===== config.mk =====
export PLATFORM = sky130hd
export DESIGN_NAME = ecc_csr_front
export DESIGN_NICKNAME = d
export VERILOG_FILES = /design/src/rtl/ecc_csr_pkg.sv /design/src/rtl/ecc_irq_cell.sv /design/src/rtl/ecc_sector_log.sv /design/src/rtl/ecc_csr_front.sv
export SDC_FILE = /design/constraint.sdc
export NUM_CORES = 1
export LEC_CHECK = 0
export BUFFER_PORTS_ARGS = -buffer_cell sky130_fd_sc_hd__buf_2
export CAP_MARGIN = 5
export CORE_ASPECT_RATIO = 1.75
export CORE_UTILIZATION = 45
export DETAILED_ROUTE_END_ITERATION = 6
export PLACE_DENSITY = 0.75
export SYNTH_ARGS = -nofsm -noshare
export SYNTH_HDL_FRONTEND = slang
export SYNTH_SLANG_ARGS = --single-unit

===== constraint.sdc =====
create_clock -name clk -period 1.4 [get_ports clk]
set_clock_uncertainty 0.15 [all_clocks]
set_input_delay 0.07 -clock clk [delete_from_list [all_inputs] [get_ports clk]]
set_output_delay 0.07 -clock clk [all_outputs]
set_load 0.02 [all_outputs]

===== src/rtl/ecc_csr_pkg.sv =====
package ecc_csr_pkg;
   localparam int unsigned REG_W = 32;
   localparam int unsigned LANE_W = 8;
   localparam int unsigned LANES_PER_WORD = REG_W / LANE_W;

   // encoder bank byte offsets
   localparam logic [31:0] OFS_ENC_CTRL = 32'h000;
   localparam logic [31:0] OFS_ENC_CFG  = 32'h004;
   localparam logic [31:0] OFS_ENC_ADDR = 32'h008;
   localparam logic [31:0] OFS_ENC_IDLE = 32'h00C;
   localparam logic [31:0] OFS_ENC_IE   = 32'h080;
   localparam logic [31:0] OFS_ENC_STA  = 32'h084;
   // decoder bank byte offsets
   localparam logic [31:0] OFS_DEC_CTRL = 32'h100;
   localparam logic [31:0] OFS_DEC_CFG  = 32'h104;
   localparam logic [31:0] OFS_DEC_IDLE = 32'h10C;
   localparam logic [31:0] OFS_DEC_ERR0 = 32'h114;
   localparam logic [31:0] OFS_DEC_DONE = 32'h124;
   localparam logic [31:0] OFS_DEC_IE   = 32'h200;
   localparam logic [31:0] OFS_DEC_STA  = 32'h204;

   // interrupt enable bit positions
   localparam int unsigned IE_EN_BIT   = 0;
   localparam int unsigned IE_PAGE_BIT = 1;
   localparam int unsigned IE_LAST_LSB = 8;

   // largest count word block that fits below the bitmap register
   localparam int unsigned MAX_ERR_WORDS = (OFS_DEC_DONE - OFS_DEC_ERR0) / 4;
endpackage


===== src/rtl/ecc_irq_cell.sv =====
module ecc_irq_cell #(
   parameter int unsigned SECT_W = 3
) (
   input  logic              clk,
   input  logic              rst_n,
   input  logic              clr_wr,
   input  logic              en,
   input  logic              page_sel,
   input  logic [SECT_W-1:0] last_sec,
   input  logic              done,
   input  logic [SECT_W-1:0] sector,
   output logic              sta
);
   logic hit;

   // In page mode only the last sector of the page counts.
   always_comb begin
      hit = done & en;
      if (page_sel && (sector != last_sec)) hit = 1'b0;
   end

   always_ff @(posedge clk or negedge rst_n) begin
      if (!rst_n)      sta <= 1'b0;
      else if (clr_wr) sta <= 1'b0;
      else if (hit)    sta <= 1'b1;
   end
endmodule


===== src/rtl/ecc_sector_log.sv =====
module ecc_sector_log
   import ecc_csr_pkg::*;
#(
   parameter int unsigned SECTORS = 8,
   parameter int unsigned ERR_W   = 6,
   localparam int unsigned SECT_W = (SECTORS > 1) ? $clog2(SECTORS) : 1,
   localparam int unsigned WORDS  = SECTORS / LANES_PER_WORD
) (
   input  logic                  clk,
   input  logic                  rst_n,
   input  logic                  clr,
   input  logic                  done,
   input  logic [SECT_W-1:0]     sector,
   input  logic [LANE_W-1:0]     errcnt,
   input  logic                  fail,
   output logic [SECTORS-1:0]    done_map,
   output logic [WORDS*REG_W-1:0] err_words
);
   localparam logic [ERR_W-1:0] MASK = {ERR_W{1'b1}};

   logic [ERR_W-1:0] cnt_in;

   // saturate; a failed sector is reported as the full mask
   always_comb begin
      if (fail || (errcnt >= LANE_W'(MASK))) cnt_in = MASK;
      else                                   cnt_in = errcnt[ERR_W-1:0];
   end

   for (genvar s = 0; s < SECTORS; s++) begin : g_sec
      logic [ERR_W-1:0] lane_q;
      logic             hit;

      assign hit = done && (sector == SECT_W'(s));

      always_ff @(posedge clk or negedge rst_n) begin
         if (!rst_n) begin
            lane_q      <= '0;
            done_map[s] <= 1'b0;
         end else if (clr) begin
            lane_q      <= '0;
            done_map[s] <= 1'b0;
         end else if (hit) begin
            lane_q      <= cnt_in;
            done_map[s] <= 1'b1;
         end
      end

      assign err_words[s*LANE_W +: LANE_W] = LANE_W'(lane_q);
   end
endmodule


===== src/rtl/ecc_csr_front.sv =====
module ecc_csr_front
   import ecc_csr_pkg::*;
#(
   parameter int unsigned ADDR_W  = 12,
   parameter int unsigned SECTORS = 8,
   parameter int unsigned ERR_W   = 6,
   localparam int unsigned SECT_W = (SECTORS > 1) ? $clog2(SECTORS) : 1,
   localparam int unsigned WORDS  = SECTORS / LANES_PER_WORD
) (
   input  logic              clk,
   input  logic              rst_n,
   input  logic              wr_en,
   input  logic              rd_en,
   input  logic [ADDR_W-1:0] addr,
   input  logic [31:0]       wdata,
   output logic [31:0]       rdata,
   output logic              enc_go,
   output logic [31:0]       enc_cfg,
   output logic [31:0]       enc_addr,
   input  logic              enc_busy,
   input  logic              enc_done,
   output logic              dec_go,
   output logic [31:0]       dec_cfg,
   input  logic              dec_busy,
   input  logic              dec_done,
   input  logic [SECT_W-1:0] dec_sector,
   input  logic [7:0]        dec_errcnt,
   input  logic              dec_fail,
   output logic              irq
);
   // elaboration checks
   if (ADDR_W < 10 || ADDR_W > 32) begin : g_bad_addr
      $error("ADDR_W must be 10..32");
   end
   if (SECTORS < 4 || (SECTORS % LANES_PER_WORD) != 0) begin : g_bad_sect
      $error("SECTORS must be a nonzero multiple of four");
   end
   if (WORDS > MAX_ERR_WORDS) begin : g_bad_words
      $error("SECTORS exceeds the count word space");
   end
   if (ERR_W < 1 || ERR_W > LANE_W) begin : g_bad_errw
      $error("ERR_W must be 1..8");
   end

   logic [31:0] a32;
   assign a32 = 32'(addr);

   logic [1:0]        enc_ie;
   logic [1:0]        dec_ie;
   logic [SECT_W-1:0] dec_last;
   logic              enc_sta, dec_sta;
   logic              dec_clr;
   logic [SECTORS-1:0]     done_map;
   logic [WORDS*REG_W-1:0] err_words;

   logic wr_enc_ie, wr_dec_ie;
   assign wr_enc_ie = wr_en && (a32 == OFS_ENC_IE);
   assign wr_dec_ie = wr_en && (a32 == OFS_DEC_IE);
   // decoder start: write of 1 while the decoder is off
   assign dec_clr = wr_en && (a32 == OFS_DEC_CTRL) && wdata[0] && !dec_go;

   // writable registers
   always_ff @(posedge clk or negedge rst_n) begin
      if (!rst_n) begin
         enc_go   <= 1'b0;
         enc_cfg  <= '0;
         enc_addr <= '0;
         enc_ie   <= '0;
         dec_go   <= 1'b0;
         dec_cfg  <= '0;
         dec_ie   <= '0;
         dec_last <= '0;
      end else if (wr_en) begin
         unique case (a32)
            OFS_ENC_CTRL: enc_go   <= wdata[0];
            OFS_ENC_CFG:  enc_cfg  <= wdata;
            OFS_ENC_ADDR: enc_addr <= wdata;
            OFS_ENC_IE:   enc_ie   <= wdata[1:0];
            OFS_DEC_CTRL: dec_go   <= wdata[0];
            OFS_DEC_CFG:  dec_cfg  <= wdata;
            OFS_DEC_IE: begin
               dec_ie   <= wdata[1:0];
               dec_last <= wdata[IE_LAST_LSB +: SECT_W];
            end
            default: ;
         endcase
      end
   end

   ecc_irq_cell #(.SECT_W(SECT_W)) u_enc_irq (
      .clk      (clk),
      .rst_n    (rst_n),
      .clr_wr   (wr_enc_ie && !wdata[IE_EN_BIT]),
      .en       (enc_ie[IE_EN_BIT]),
      .page_sel (1'b0),
      .last_sec ('0),
      .done     (enc_done),
      .sector   ('0),
      .sta      (enc_sta)
   );

   ecc_irq_cell #(.SECT_W(SECT_W)) u_dec_irq (
      .clk      (clk),
      .rst_n    (rst_n),
      .clr_wr   (wr_dec_ie && !wdata[IE_EN_BIT]),
      .en       (dec_ie[IE_EN_BIT]),
      .page_sel (dec_ie[IE_PAGE_BIT]),
      .last_sec (dec_last),
      .done     (dec_done),
      .sector   (dec_sector),
      .sta      (dec_sta)
   );

   assign irq = enc_sta | dec_sta;

   ecc_sector_log #(.SECTORS(SECTORS), .ERR_W(ERR_W)) u_log (
      .clk       (clk),
      .rst_n     (rst_n),
      .clr       (dec_clr),
      .done      (dec_done),
      .sector    (dec_sector),
      .errcnt    (dec_errcnt),
      .fail      (dec_fail),
      .done_map  (done_map),
      .err_words (err_words)
   );

   // read decode
   logic [31:0] rd_val;
   always_comb begin
      rd_val = '0;
      unique case (a32)
         OFS_ENC_CTRL: rd_val = {31'd0, enc_go};
         OFS_ENC_CFG:  rd_val = enc_cfg;
         OFS_ENC_ADDR: rd_val = enc_addr;
         OFS_ENC_IDLE: rd_val = {31'd0, !enc_busy};
         OFS_ENC_IE:   rd_val = {30'd0, enc_ie};
         OFS_ENC_STA:  rd_val = {31'd0, enc_sta};
         OFS_DEC_CTRL: rd_val = {31'd0, dec_go};
         OFS_DEC_CFG:  rd_val = dec_cfg;
         OFS_DEC_IDLE: rd_val = {31'd0, !dec_busy};
         OFS_DEC_DONE: rd_val = 32'(done_map);
         OFS_DEC_IE: begin
            rd_val = {30'd0, dec_ie};
            rd_val[IE_LAST_LSB +: SECT_W] = dec_last;
         end
         OFS_DEC_STA:  rd_val = {31'd0, dec_sta};
         default: begin
            for (int w = 0; w < WORDS; w++) begin
               if (a32 == OFS_DEC_ERR0 + 32'(4 * w)) rd_val = err_words[w*REG_W +: REG_W];
            end
         end
      endcase
   end

   always_ff @(posedge clk or negedge rst_n) begin
      if (!rst_n)     rdata <= '0;
      else if (rd_en) rdata <= rd_val;
   end
endmodule


== After elaboration in Yosys (flattened, before gate mapping) ==
Index checks and enable logic that the tools add are counted.
Storage, ports and cells
  flip-flop bits (word level): 195
  output and inout port bits: 131
  word-level logic and storage cells: 133
  bits of input ports: 64
Operators by class
  reduce and logical (&&, ||, !) cells: 40
  bitwise operators: 3
  magnitude comparators: 1
  equal/unequal tests: 21
  muxes and demuxes: 41
Operator list (count)
  $pmux 32 s12: 1
  $mux 6: 17
  $eq 12x9->1 const B: 6
  $logic_not 32->1: 1
  $mux 32: 1
  $mux 30: 1
  $eq 12x10->1 const B: 2
  $eq 12x4->1 const B: 2
  $eq 12x8->1 const B: 2
  $mux 1: 21
  $reduce_bool 2->1: 10
  $logic_and 1x1->1: 16
  $reduce_and 2->1: 7
  $eq 12x3->1 const B: 1
  $eq 3x3->1 const B: 4
  $ge 8x6->1 const B: 1
  $eq 3x2->1 const B: 2
  $logic_not 1->1: 4
  $eq 3x1->1 const B: 1
  $logic_not 3->1: 1
  $ne 3x3->1: 1
  $and 1x1->1: 2
  $logic_or 1x1->1: 1
  $or 1x1->1: 1

== Longest topological paths before layout ==
  depth after elaboration: 5
  depth in mapped cells: 8
  mapped depth without buffers: 5

== By module ==
A second synthesis with hierarchy kept.
Unflattened totals
  cells, all modules: 739
  area, all modules: 9295.2 um^2
By module, submodules not included
  ecc_csr_front: instances 1, cells an instance 509, area an instance 6586.3 um^2, sequential area each 3428.3 um^2
  ecc_sector_log: instances 1, cells an instance 214, area an instance 2553.7 um^2, sequential area each 1401.3 um^2
  ecc_irq_cell: instances 2, cells an instance 8, area an instance 77.6 um^2, sequential area each 25.0 um^2

== Worst setup path before layout ==
OpenSTA, ideal clock, no wires.
  path kind: input -> register
  start: input port addr[9]
  end: register dec_cfg[0]
  required time: 1.125 ns
  buffers on the path: 2
  data arrival time: 1.486 ns
  setup slack: -0.361 ns
  cell stages on the path: 6
  library setup time: 0.125 ns
  path through: buf_4 nor4b_4 and3_1 nand2_2 buf_6 mux2_4
On the way
  word-level cells in the longest chain between the ends: 2
Ends and longest elaborated chain
  start, declared: line ecc_csr_front.sv:14  | input logic [ADDR_W-1:0] addr,
  $eq 12x9->1: line ecc_csr_front.sv:74  | unique case (a32)
  $reduce_and 2->1 (no line)
  end signal, assigned: line ecc_csr_front.sv:80  | OFS_DEC_CFG: dec_cfg <= wdata;
  end, declared: line ecc_csr_front.sv:23  | output logic [31:0] dec_cfg,
Every way passes these cells.
A chain may end at the register's enable or synchronous reset.

== Final worst setup path ==
  start: register enc_cfg[5]
  end: register rdata[5]
On the way
  word-level cells in the longest chain between the ends: 1
Ends and longest elaborated chain
  start, declared: line ecc_csr_front.sv:18  | output logic [31:0] enc_cfg,
  start signal, assigned: line ecc_csr_front.sv:76  | OFS_ENC_CFG: enc_cfg <= wdata;
  $pmux 32 s12: line ecc_csr_front.sv:132  | unique case (a32)
  end signal, assigned: line ecc_csr_front.sv:158  | else if (rd_en) rdata <= rd_val;
  end, declared: line ecc_csr_front.sv:16  | output logic [31:0] rdata,
Every way passes these cells.

==> summary.txt <==
Synth
  – Post-synth top area cell: dfrtp_1
  – Syn Area/Cell: 12.2 um^2
  – Top cell type's share of synthesized area: between 50% and 60%
  – Register bit count reported by yosys: 195
  – Top post-synthesis cells by area: dfrtp_1, mux2_1, mux2_4
  – Number of flops mapped to enable cells by yosys: 0
  – Ys async rst share: between 90% and 100%
  – Yosys warns: 0
  – Most used DFF post-synth: dfrtp_1
  – Post-synthesis sequential area ratio: a little under three fifths
  – Gate Count Post-Synth: approximately 720
  – Mapped Area: between 0.008 and 0.009 mm^2
  – Syn Nets: between 700 and 800
  – Post-synth cell types: 50

Outcome
  – Failing checks: hold timing, setup timing
  – Status: finished with violations

Global route
  – Vias in the first global route: 7892
  – Pin count of the biggest net entering global routing: 60
  – Global-route wire length before repair: 44000 um
  – Remaining global-route overflow: 0
  – Initial antenna violation count: 0
  – Total Routing Usage GR: between 20 and 30%

Layout
  – Nets: 1110
  – Final instance area: approximately 0.013 mm^2
  – Share of layout cells above drive strength 1: between 50% and 60%
  – P&R area growth vs syn: 48.1%
  – Commonest non-fill, non-tap cell in the layout: dfrtp_1
  – Ant diodes: 0
  – Most frequent cells in the layout: dfrtp_1, buf_2, nor2_1

Timing
  – Slew margin rel.: 69.8%
  – Slew @ Worst Pin: around 0.45 ns
  – Slew Viols, Final: 0
  – RSZ-0062 raised after global routing: yes
  – Fin crit period: 1.58 ns
  – Fmax: about 0.63 GHz
  – Fin crit share: 113%
  – Worst setup margin: -0.178 ns
  – Worst hold slack: -0.0390 ns
  – Setup-failing EPs final: between 90 and 100
  – Hold Fails Final Rpt: 30
  – Setup_tns: -4.00 ns

Placement
  – Placed inst area: 0.0110 mm^2
  – HPWL after DPL: about 19000 um
  – RePlAce Congestion: 0.956
  – IO buf count: 194

Clock network
  – CTS tree: built
  – CTS max path bufs: 2
  – CTS Sinks: 195
  – Clk Latency, worst-skew pair: between 0.4 and 0.5 ns
  – Root buffer cell: clkbuf_16
  – H-tree depth: 4
  – Hold_buf cts: 41
  – Num CTS Buffers: 17
  – Clock slew seen by the registers of the worst setup and hold paths: 0.07 ns

Die
  – Initial Util: a little under half
  – Ports: 195
  – Die area: roughly 0.020 mm^2
  – Die H: 187 um
  – Core ar.: approximately 0.019 mm^2
  – FP Rows: 67
  – Die Width: 107 um

Pwr
  – Worst IR Drop VDD: 0.858 mV
  – Pwr Density: 918 mW/mm^2
  – Clock power share: 38.0%
  – Seq pwr share: slightly above 50%
  – Switching share of power: 26.2%
  – Combinational share of power: 11.3%
  – Leakage: approximately 6.3 nW
  – Internal Dissipation: 0.00879 W
  – Switching power: 0.00312 W

Critical path
  – Arr. time, crit path: 1.75 ns
  – Critical path's top delay family: compound AO/OA/AOI/OAI gates
  – Slowest cell on the critical path: dfrtp_2
  – Setup CP Type: register to register
  – Largest stage delay, worst path: 0.43 ns
  – Crit path max fanout: 2
  – Crit end category: register
  – FF-to-FF path depth: 4
  – Worst-path cell chain: a22oi_1 -> o22ai_1 -> a221o_1 -> mux2_4
  – Worst path bufs/invs: 0
  – CP required: 1.57 ns
  – CP Launch Type: register
  – Reg-to-reg endpoint: rdata[5]$_DFFE_PN0P_
  – R2R setup slack: -0.18 ns
  – R2r startpoint: enc_cfg[5]$_DFFE_PN0P_

Route
  – Avg Vias per Cell: 6.02
  – DR top layer: met4
  – Met2 wire length: 16200 um
  – Met3 Wirelength: 1510 um
  – DRT Pass-1 Iters: 7
  – DR vias: 7822
  – Iter 0 DRT Violations: 731
  – Detail Route Antenna Nets: 0
  – DRC: 0
  – Met1 wire length: 10900 um
  – Avg WL per Cell: 23.5 um
  – Routed WL: 30500 um

Worst hold path
  – HP Class: input pin to asynchronous set/reset pin

Job
  – Max cap viols: 0
metal layers:
| metal | GRT usage [%] | vias up |
|---|---|---|
| li1 | - | 3323 |
| met1 | 33.2 | 3972 |
| met2 | 50.5 | 397 |
| met3 | 4.33 | 130 |
| met4 | 15.8 | 0 |
| met5 | 0 | - |
registers in the layout, indices dropped and copies added, names as in the netlist, 2 cells and up:
name	count
enc_addr	32
dec_last	3
enc_cfg	32
dec_ie	2
dec_cfg	32
u_log.done_map	8
enc_ie	2
u_log.g_sec.lane_q	48
rdata	32
worst max path at each step:
stage,endpoint,depth (start not counted),start,slack [ns]
final,rdata[5]$_DFFE_PN0P_,4,enc_cfg[5]$_DFFE_PN0P_,-0.18
after global routing,rdata[5]$_DFFE_PN0P_,4,enc_cfg[5]$_DFFE_PN0P_,-0.22
after CTS,rdata[0]$_DFFE_PN0P_,4,u_dec_irq.sta$_DFFE_PN0P_,-0.13
after detailed placement,u_log.done_map[1]$_DFFE_PN0P_,7,addr[10],-0.55
after global placement,rdata[11]$_DFFE_PN0P_,7,addr[5],-0.56
after floorplan,dec_cfg[0]$_DFFE_PN0P_,6,addr[9],-0.23
worst reg2reg max path: stages, from the launching register on:
cell,delay (ns)
dfrtp_2,0.43
a22oi_1,0.21
o22ai_1,0.11
a221o_1,0.30
mux2_4,0.27
cell families (layout without fill, tap and decap cells):
logic type	after synthesis	in the layout	synth area share, %
XOR/XNOR	3	3	0.300
buffers and inverters	56	396	3.56
AND/OR/NAND/NOR	175	175	9.77
multiplexers	110	110	15.4
AO/OA/AOI/OAI	179	179	15.2
flip-flops	195	195	55.7
layout make-up:
| cell class | instances | area (um^2) |
|---|---|---|
| fillers | 1315 | 6150 |
| flip-flops and latches | 195 | 4890 |
| multi-input cells | 467 | 4380 |
| repair buffers | 364 | 2870 |
| clock buffers | 20 | 447 |
| well taps | 241 | 302 |
| clock inverters | 11 | 82.6 |
| inverters | 1 | 3.75 |
Yosys cell counts (11+ instances only):
cell type and number:
a21oi_1 26, a221oi_1 19, buf_4 11, o2bb2ai_1 15
clkbuf_1 24, mux2_4 30, a211oi_1 49, a22oi_1 27
dfrtp_1 195, buf_2 12, nor2_1 118, nand2_1 13
mux2_1 75
stage by stage:
stage | utilization, % | std cells | worst slack, ns | total power [W]
after CTS | 63.9 | 1282 | -0.131 | 0.0117
after detailed placement | 57.4 | 1195 | -0.555 | 0.00718
after floorplan | - | 718 | -0.235 | 0.00658
after global placement | 57.4 | 1195 | -0.558 | 0.00714
final | 67.8 | 1299 | -0.178 | 0.0119
after global routing | 67.8 | 1299 | -0.225 | 0.0123
power groups by stage:
stage	clock network (W)	logic [W]	registers, W
after detailed placement	0	0.00106	0.00612
after floorplan	0	0.000417	0.00616
final	0.00452	0.00134	0.00604
after global placement	0	0.00103	0.00611
after global routing	0.00477	0.00145	0.00606
after CTS	0.00453	0.00119	0.00602
what timing repair did:
| item | CTS | global route |
|---|---|---|
| endpoints found under the hold margin | 326 | 28 |
| pin swaps | 13 | 32 |
| buffers inserted | 12 | 9 |
| resized for setup | 29 | 112 |
| setup endpoints to repair | 104 | 180 |
| gates cloned | 4 | 8 |
Note: power is estimated with default switching activity, not from simulation.
